$ cat src/rtl/dcoc_pkg.sv
package dcoc_pkg;
  localparam int MAX_CODE = 11;
  typedef logic [3:0] tc_code_t;

  // Map any 4-bit code onto the valid range; reserved codes act as slowest.
  function automatic tc_code_t limit_code(input tc_code_t code);
    return (code > tc_code_t'(MAX_CODE)) ? tc_code_t'(MAX_CODE) : code;
  endfunction

  // Left shift applied to the corrected sample inside the accumulator,
  // which carries BASE_EXP + MAX_CODE fraction bits.
  function automatic logic [3:0] code_to_lshift(input tc_code_t eff);
    return 4'(MAX_CODE) - eff;
  endfunction
endpackage

$ cat src/rtl/dcoc_tc_decode.sv
module dcoc_tc_decode
  import dcoc_pkg::*;
(
  input  logic [3:0] tc_code,
  output logic [3:0] tc_eff,
  output logic [3:0] lshift,
  output logic       tc_reserved
);
  assign tc_eff      = limit_code(tc_code);
  assign lshift      = code_to_lshift(tc_eff);
  assign tc_reserved = (tc_code > 4'(MAX_CODE));
endmodule

$ cat src/rtl/dcoc_correct.sv
module dcoc_correct #(
  parameter int DW = 11
) (
  input  logic                 clk,
  input  logic                 rst_n,
  input  logic                 enable,
  input  logic                 in_valid,
  input  logic signed [DW-1:0] in_sample,
  input  logic signed [DW-1:0] est,
  output logic signed [DW-1:0] corr_y,
  output logic                 corr_clip,
  output logic                 out_valid,
  output logic signed [DW-1:0] out_sample
);
  localparam int EW = DW + 1;
  localparam logic signed [EW-1:0] YMAX = EW'((2 ** (DW - 1)) - 1);
  localparam logic signed [EW-1:0] YMIN = -EW'(2 ** (DW - 1));

  function automatic logic signed [DW-1:0] clamp_sample(input logic signed [EW-1:0] v);
    if (v > YMAX) return DW'(YMAX);
    if (v < YMIN) return DW'(YMIN);
    return DW'(v);
  endfunction

  logic signed [EW-1:0] diff;

  assign diff      = EW'(in_sample) - EW'(est);
  assign corr_clip = enable && ((diff > YMAX) || (diff < YMIN));
  assign corr_y    = enable ? clamp_sample(diff) : in_sample;

  always_ff @(posedge clk) begin
    if (!rst_n) begin
      out_valid  <= 1'b0;
      out_sample <= '0;
    end else begin
      out_valid <= in_valid;
      if (in_valid) out_sample <= corr_y;
    end
  end
endmodule

$ cat src/rtl/dcoc_estimator.sv
module dcoc_estimator #(
  parameter int DW        = 11,
  parameter int FRAC      = 31,
  parameter int ACC_W     = 44,
  parameter int LIMIT_LSB = 10
) (
  input  logic                 clk,
  input  logic                 rst_n,
  input  logic                 enable,
  input  logic                 freeze,
  input  logic                 upd_valid,
  input  logic [3:0]           lshift,
  input  logic signed [DW-1:0] corr_y,
  output logic signed [DW-1:0] est,
  output logic                 acc_update,
  output logic                 acc_clip
);
  localparam logic signed [ACC_W-1:0] ACC_HI = ACC_W'(LIMIT_LSB) <<< FRAC;
  localparam logic signed [ACC_W-1:0] ACC_LO = -ACC_HI;

  logic signed [ACC_W-1:0] acc_q;
  logic signed [ACC_W-1:0] inc;
  logic signed [ACC_W-1:0] sum;
  logic signed [ACC_W-1:0] nxt;

  assign acc_update = enable && !freeze && upd_valid;
  assign inc        = ACC_W'(corr_y) <<< lshift;
  assign sum        = acc_q + inc;
  assign acc_clip   = acc_update && ((sum > ACC_HI) || (sum < ACC_LO));

  always_comb begin
    if (sum > ACC_HI)      nxt = ACC_HI;
    else if (sum < ACC_LO) nxt = ACC_LO;
    else                   nxt = sum;
  end

  always_ff @(posedge clk) begin
    if (!rst_n)          acc_q <= '0;
    else if (!enable)    acc_q <= '0;
    else if (acc_update) acc_q <= nxt;
  end

  assign est = DW'(acc_q >>> FRAC);
endmodule

$ cat src/rtl/dcoc_loop.sv
module dcoc_loop
  import dcoc_pkg::*;
#(
  parameter int DW        = 11,
  parameter int BASE_EXP  = 20,
  parameter int LIMIT_LSB = 10
) (
  input  logic                 clk,
  input  logic                 rst_n,
  input  logic                 cfg_enable,
  input  logic                 cfg_freeze,
  input  logic [3:0]           cfg_tc,
  input  logic                 in_valid,
  input  logic signed [DW-1:0] in_sample,
  output logic                 out_valid,
  output logic signed [DW-1:0] out_sample,
  output logic signed [DW-1:0] est_value
);
  localparam int FRAC  = BASE_EXP + MAX_CODE;
  localparam int ACC_W = DW + FRAC + 2;

  logic [3:0]           tc_eff;
  logic [3:0]           lshift;
  logic                 tc_reserved;
  logic signed [DW-1:0] est;
  logic signed [DW-1:0] corr_y;
  logic                 corr_clip;
  logic                 acc_update;
  logic                 acc_clip;

  dcoc_tc_decode u_tc (
    .tc_code    (cfg_tc),
    .tc_eff     (tc_eff),
    .lshift     (lshift),
    .tc_reserved(tc_reserved)
  );

  dcoc_correct #(.DW(DW)) u_corr (
    .clk       (clk),
    .rst_n     (rst_n),
    .enable    (cfg_enable),
    .in_valid  (in_valid),
    .in_sample (in_sample),
    .est       (est),
    .corr_y    (corr_y),
    .corr_clip (corr_clip),
    .out_valid (out_valid),
    .out_sample(out_sample)
  );

  dcoc_estimator #(
    .DW(DW), .FRAC(FRAC), .ACC_W(ACC_W), .LIMIT_LSB(LIMIT_LSB)
  ) u_est (
    .clk       (clk),
    .rst_n     (rst_n),
    .enable    (cfg_enable),
    .freeze    (cfg_freeze),
    .upd_valid (in_valid),
    .lshift    (lshift),
    .corr_y    (corr_y),
    .est       (est),
    .acc_update(acc_update),
    .acc_clip  (acc_clip)
  );

  assign est_value = est;
endmodule

$ cat config.mk
export PLATFORM = sky130hd
export DESIGN_NAME = dcoc_loop
export DESIGN_NICKNAME = d
export VERILOG_FILES = /design/src/rtl/dcoc_pkg.sv /design/src/rtl/dcoc_tc_decode.sv /design/src/rtl/dcoc_correct.sv /design/src/rtl/dcoc_estimator.sv /design/src/rtl/dcoc_loop.sv
export SDC_FILE = /design/constraint.sdc
export NUM_CORES = 1
export LEC_CHECK = 0
export ABC_AREA = 1
export BUFFER_PORTS_ARGS = -buffer_cell sky130_fd_sc_hd__buf_2
export CELL_PAD_IN_SITES_DETAIL_PLACEMENT = 0
export CELL_PAD_IN_SITES_GLOBAL_PLACEMENT = 2
export CORE_UTILIZATION = 32
export CTS_CLUSTER_DIAMETER = 200
export DETAILED_ROUTE_END_ITERATION = 12
export PLACE_DENSITY = 0.78
export SLEW_MARGIN = 25
export SYNTH_ARGS = -nofsm -noshare
export SYNTH_HDL_FRONTEND = slang
export SYNTH_SLANG_ARGS = --single-unit
$ cat constraint.sdc
create_clock -name clk -period 6.7 [get_ports clk]
set_clock_uncertainty 0.2 [all_clocks]
set_input_delay 0 -clock clk [delete_from_list [all_inputs] [get_ports clk]]
set_output_delay 0 -clock clk [all_outputs]
set_load 0.005 [all_outputs]
Word level (Yosys, flattened, before mapping)
Cells that the tools add are included.
Word-level totals
  flip-flop bits (word level): 56
  input bits: 20
  output and inout port bits: 23
  word-level logic and storage cells: 27
Operators by class
  $add $sub $neg: 3
  order comparisons: 5
  shift-type cells: 1
  multiplexer cells: 11
  reduce and logical (&&, ||, !) cells: 4
Operators with widths (count)
  $mux 44: 2
  $mux 11: 5
  $add 44x44->44: 1
  $gt 44x36->1 const B: 1
  $lt 44x36->1 const B: 1
  $sshl 11x4->44: 1
  $gt 12x11->1 const B: 1
  $lt 12x11->1 const B: 1
  $sub 11x11->12: 1
  $gt 4x4->1 const B: 1
  $mux 4: 1
  $sub 4x4->4 const A: 1
  $mux 1: 3
  $logic_and 1x1->1: 2
  $reduce_and 2->1: 1
  $logic_not 1->1: 1

Longest topological paths before layout
  depth in word-level cells: 12
  mapped depth: 46
  gate-level depth less buffers: 46

Hierarchy
A second synthesis with hierarchy kept.
Unflattened totals
  cell total of the unflattened synthesis: 1465
  area, all modules: 8149.1 sq um
By module, submodules not included
  dcoc_estimator: times used 1, cells each 1233, area an instance 6796.5 sq um, seq. area each 880.8 sq um
  dcoc_correct: times used 1, cells each 219, area an instance 1295.0 sq um, seq. area each 240.2 sq um
  dcoc_tc_decode: times used 1, cells each 13, area an instance 57.6 sq um, seq. area each 0.0 sq um

Worst setup path after synthesis
No wires, ideal clock.
  path type: reg-to-reg
  from: register u_est.acc_q[34]
  to: register u_est.acc_q[13]
  setup time: 132 ps
  data arrival time: 5139 ps
  data required time: 6368 ps
  path slack: 1229 ps
  stages on the path, launching flop included: 43
  buffers on the path: 1
  cell sequence: dfxtp_1 -> inv_1 -> ha_1 -> a21o_1 -> nand2_1 -> nand2_1 -> a21oi_1 -> nor2_1 -> nand2_1 -> nand2_1 -> nand2_1 -> nand2_1 -> nand2_1 -> nand2_1 -> nand2_1 -> nand2_1 -> nor3_1 -> inv_1 -> (+7 left out) -> nand2_1 -> nand2_1 -> nand2_1 -> nand2_1 -> nand2_1 -> nand3b_1 -> nand2_1 -> o21ai_0 -> nand4_1 -> nor3_1 -> nand4_1 -> ha_1 -> inv_1 -> nand2_1 -> clkbuf_1 -> nor2_1 -> nand2_1 -> a21oi_1
On the way
  longest elaborated chain between the ends: 12
Ends and longest elaborated chain
  start: declaration: RTL line dcoc_estimator.sv:21  | logic signed [ACC_W-1:0] acc_q;
  start signal: assignment: RTL line dcoc_estimator.sv:40  | else if (acc_update) acc_q <= nxt;
  $sub 11x11->12: RTL line dcoc_correct.sv:27  | assign diff = EW'(in_sample) - EW'(est);
  $lt 12x11->1
  $mux 1 (2 in a row): RTL line dcoc_correct.sv:21  | if (v < YMIN) return DW'(YMIN);
  $mux 11: RTL line dcoc_correct.sv:22  | return DW'(v);
  $mux 11: RTL line dcoc_correct.sv:21
  $mux 11: RTL line dcoc_correct.sv:29  | assign corr_y = enable ? clamp_sample(diff) : in_sample;
  $sshl 11x4->44: RTL line dcoc_estimator.sv:27  | assign inc = ACC_W'(corr_y) <<< lshift;
  $add 44x44->44 *: RTL line dcoc_estimator.sv:28  | assign sum = acc_q + inc;
  $lt 44x36->1
  $mux 44: RTL line dcoc_estimator.sv:33  | else if (sum < ACC_LO) nxt = ACC_LO;
  $mux 44 *: RTL line dcoc_estimator.sv:32  | if (sum > ACC_HI) nxt = ACC_HI;
Every way passes the cells marked *; elsewhere a longest branch is shown, timed or not. The select of a mux whose other input is x is not followed.
A chain may end at the register's enable or synchronous reset.

Final worst setup path
  from: input port in_sample[0]
  to: register u_est.acc_q[4]
On the way
  longest elaborated chain between the ends: 12
Ends and longest elaborated chain
  start: declaration: RTL line dcoc_loop.sv:14  | input logic signed [DW-1:0] in_sample,
  $sub 11x11->12: RTL line dcoc_correct.sv:27
  $lt 12x11->1
  $mux 1 (2 in a row): RTL line dcoc_correct.sv:21
  $mux 11: RTL line dcoc_correct.sv:22
  $mux 11: RTL line dcoc_correct.sv:21
  $mux 11 *: RTL line dcoc_correct.sv:29
  $sshl 11x4->44 *: RTL line dcoc_estimator.sv:27
  $add 44x44->44 *: RTL line dcoc_estimator.sv:28
  $lt 44x36->1
  $mux 44: RTL line dcoc_estimator.sv:33
  $mux 44 *: RTL line dcoc_estimator.sv:32
Marked as above.

==> metrics.md <==
| Metric | Value |
|---|---|
| CTS buffer count | `5` |
| CTS clk-pin slew, worst paths | `0.08 ns` |
| Worst Max-Slew Pin Slew | `between 0.8 and 0.9 ns` |
| Initial Utilization | `between 30% and 40%` |
| Max_cap viols | `0` |
| Initial antenna violation count | `0` |
| I/O pins | `43` |
| DRT antenna net count | `0` |
| Vias in the first global route | `8015` |
| Crit path buffers/inverters | `8` |
| H-tree depth | `2` |
| Core area | `~0.023 mm^2` |
| DR WL/cell | `16.1 um` |
| PortBufs | `42` |
| Synth Area in XOR/XNOR | `2.27%` |
| # fillers | `2667` |
| GRT Residual Overflow | `0` |
| Final Hold Viols | `0` |
| Number of synthesized flops with an enable pin | `0` |
| Non-filler cells, final | `between 1500 and 2000` |
| Pleak | `between 0.004 and 0.005 uW` |
| Critical Path RT | `6.74 ns` |
| Synth Register Bits | `56` |
| YS warnings | `0` |
| All-Layer GR Usage | `between 20% and 30%` |
| Sequential cell area fraction in the yosys report | `15.3%` |
| Asr flop ratio synth | `0%` |
| Share of cells above drive strength 1 | `7.47%` |
| Vias per cell | `4.87` |
| Clk sinks | `56` |
| Total number of vias | `a little over 8000` |
| Setup Buffers After CTS | `0` |
| Syn_area_per_cell | `5.38 um^2` |
| Peak VDD IR | `0.0000863 V` |
| GR peak layer | `met2` |
| Final setup viols | `0` |
| First-pass GRT wire length | `43.0 mm` |
| Layout Nets | `approximately 1500` |
| Synth area leader | `nand2_1` |
| GR Util met2 | `41.0%` |
| Mapped Nets | `~1400` |
| Commonest non-fill, non-tap cell in the layout | `nand2_1` |
| Most common cell on crit path | `nand2_1` |
| Clock power share | `26.7%` |
| RD Place Congestion | `0.878` |
| Synth top area share | `26.3%` |
| Clock Tree Buf Depth | `2` |
| CP max FO | `34` |
| Crit share post-route | `roughly nine tenths` |
| Delay-heaviest family, CP | `simple AND/OR/NAND/NOR gates` |
| Switching Share | `between 40% and 50%` |
| Slack of the critical path | `0.634 ns` |
| Drt first pass iters | `5` |
| Combinational power share | `between 40 and 50%` |
| Worst EP arrival | `6.10 ns` |
| Die Ht | `between 150 and 200 um` |
| Most used DFF post-synth | `dfxtp_1` |
| Synth Area in Simple Gates | `45.9%` |
| Die W | `153 um` |
| P_int | `630 uW` |
| Crit Path Category | `input port to register` |
| Hold slack | `roughly 0.057 ns` |
| Mux contribution to synthesized area | `0%` |
| Unique masters post-synth | `36` |
| Fmax | `165 MHz` |
| Crit. End Element | `register` |
| Final WL | `between 20 and 30 mm` |
| Final instance area | `0.00811 mm^2` |
| Max-slew violations | `0` |
| Power Dens Cells | `133 mW/mm^2` |
| Pin count of the biggest net entering global routing | `43` |
| Placed Cells | `between 1500 and 2000` |
| Pwr Total | `about 1100 uW` |
| Status | `finished, final reports clean` |
| Adder-Cell Fraction of Synth Area | `9.92%` |
| Top post-synthesis cells by area | `nand2_1, dfxtp_1, inv_1` |
| Hold Path Class | `input port to register` |
| Final min period | `6.07 ns` |
| Rows | `55` |
| Global Route met1 Usage | `30.8%` |
| Synth Area in Compound Gates | `13.1%` |
| DP HPWL | `22.5 mm` |
| Drt drc | `0` |
| Pre-CTS setup slack | `0.288 ns` |
| CTS tree | `built` |
| Worst slew margin | `41.0%` |
| Clock Latency Late Sink | `approximately 0.31 ns` |
| Synth Cell Area | `between 0.007 and 0.008 mm^2` |
| DRT iter0 DRCs | `522` |
| Met3 Resource Use GR | `around 2.3%` |
| Synthesized instance count | `1364` |
| CTS root buf | `clkbuf_16` |
| Placed Area | `0.00782 mm^2` |
| Die area | `around 0.024 mm^2` |
| Seq pwr share | `32.1%` |
| Crit path launch type | `input port` |
| CP peak stage delay | `0.53 ns` |
| Worst path slowest cell | `dlygate4sd3_1` |
| Largest family of logic cells by synthesized area | `simple AND/OR/NAND/NOR gates` |
| # diodes | `0` |
| Most frequent cells in the layout | `nand2_1, inv_1, nor2_1, a21oi_1, nand3_1` |
| Area grow syn2layout | `10.6%` |
| Psw | `447 uW` |
==> logic make-up (layout without fill, tap and decap cells) <==
| logic type | count (synthesis) | count (layout) |
|---|---|---|
| buffers and inverters | 246 | 287 |
| xor gates and xnor gates | 19 | 19 |
| DFF | 56 | 56 |
| AOI/OAI and AO/OA | 177 | 177 |
| adders and majority gates | 57 | 57 |
| and+or+nand+nor | 809 | 809 |
==> sequential cells by signal, summed over array words and instances (netlist names) <==
signal / flops
u_est.acc_q: 44
u_corr.out_valid: 1
u_corr.out_sample: 11
==> path summary, 6_finish.rpt <==
kind                   start         endpoint  slack, ns  depth (start not counted)
max             in_sample[0]   u_est.acc_q[4]       0.63                         40
min               cfg_freeze  u_est.acc_q[32]       0.06                          5
max reg2reg  u_est.acc_q[33]   u_est.acc_q[4]       0.64                         37
min reg2reg  u_est.acc_q[14]  u_est.acc_q[14]       0.27                          2
==> worst min-delay path: cells and delay by family <==
| kind | cells | cell delay [ns] |
|---|---|---|
| AO/OA/AOI/OAI | 2 | 0.21 |
| buffers and inverters | 2 | 0.27 |
| AND/OR/NAND/NOR | 1 | 0.04 |
==> layout make-up <==
type / count / area (um^2) / share of cell area (%)
Clock inverter: 2 / 10.0 / 0.123
Multi-Input combinational cell: 1062 / 5240 / 64.6
Clock buffer: 6 / 139 / 1.71
Tap cell: 285 / 357 / 4.39
Sequential cell: 56 / 1120 / 13.8
Timing Repair Buffer: 69 / 458 / 5.64
Inverter: 210 / 788 / 9.71
==> layer usage <==
metal  vias up  routed length (um)
met5         -                   0
met4         0                 488
met3        24                 847
met2       125               12700
met1      3699               13100
li1       4389                   -
==> stage by stage <==
stage	TNS [ns]	util (%)
after floorplan	0	-
after global placement	0	34.6
after detailed placement	0	34.6
after CTS	0	35.9
after global routing	-0.0405	35.9
final	0	35.9
==> power groups by stage <==
stage / Combinational [uW] / Sequential (uW) / Clock (uW)
after floorplan: 310 / 354 / 0
after global routing: 503 / 347 / 309
final: 444 / 346 / 287
after CTS: 445 / 346 / 299
after detailed placement: 438 / 354 / 0
after global placement: 441 / 353 / 0
==> what timing repair did <==
item | 4_1_cts | 5_1_grt
endpoints found under the setup margin | 0 | 43
gates resized for setup | 0 | 8
hold buffers | 13 | 0
endpoints found under the hold margin | 12 | 0
==> synth_stat cells (2+ instances only) <==
cell type,count
a21o_1,4
a21oi_1,115
a21oi_2,4
buf_4,11
buf_6,4
clkbuf_1,20
clkinv_1,3
dfxtp_1,56
fa_1,2
ha_1,55
inv_1,204
inv_2,3
nand2_1,515
nand2_2,2
nand3_1,114
nand3_2,6
nand3b_1,9
nand4_1,15
nor2_1,119
nor2_2,7
nor3_1,8
nor3_2,2
o211ai_1,7
o21a_1,4
o21ai_0,33
o21bai_1,5
o22ai_1,2
or2_2,10
xnor2_1,9
xor2_1,10
(Power assumes the default switching activity.)
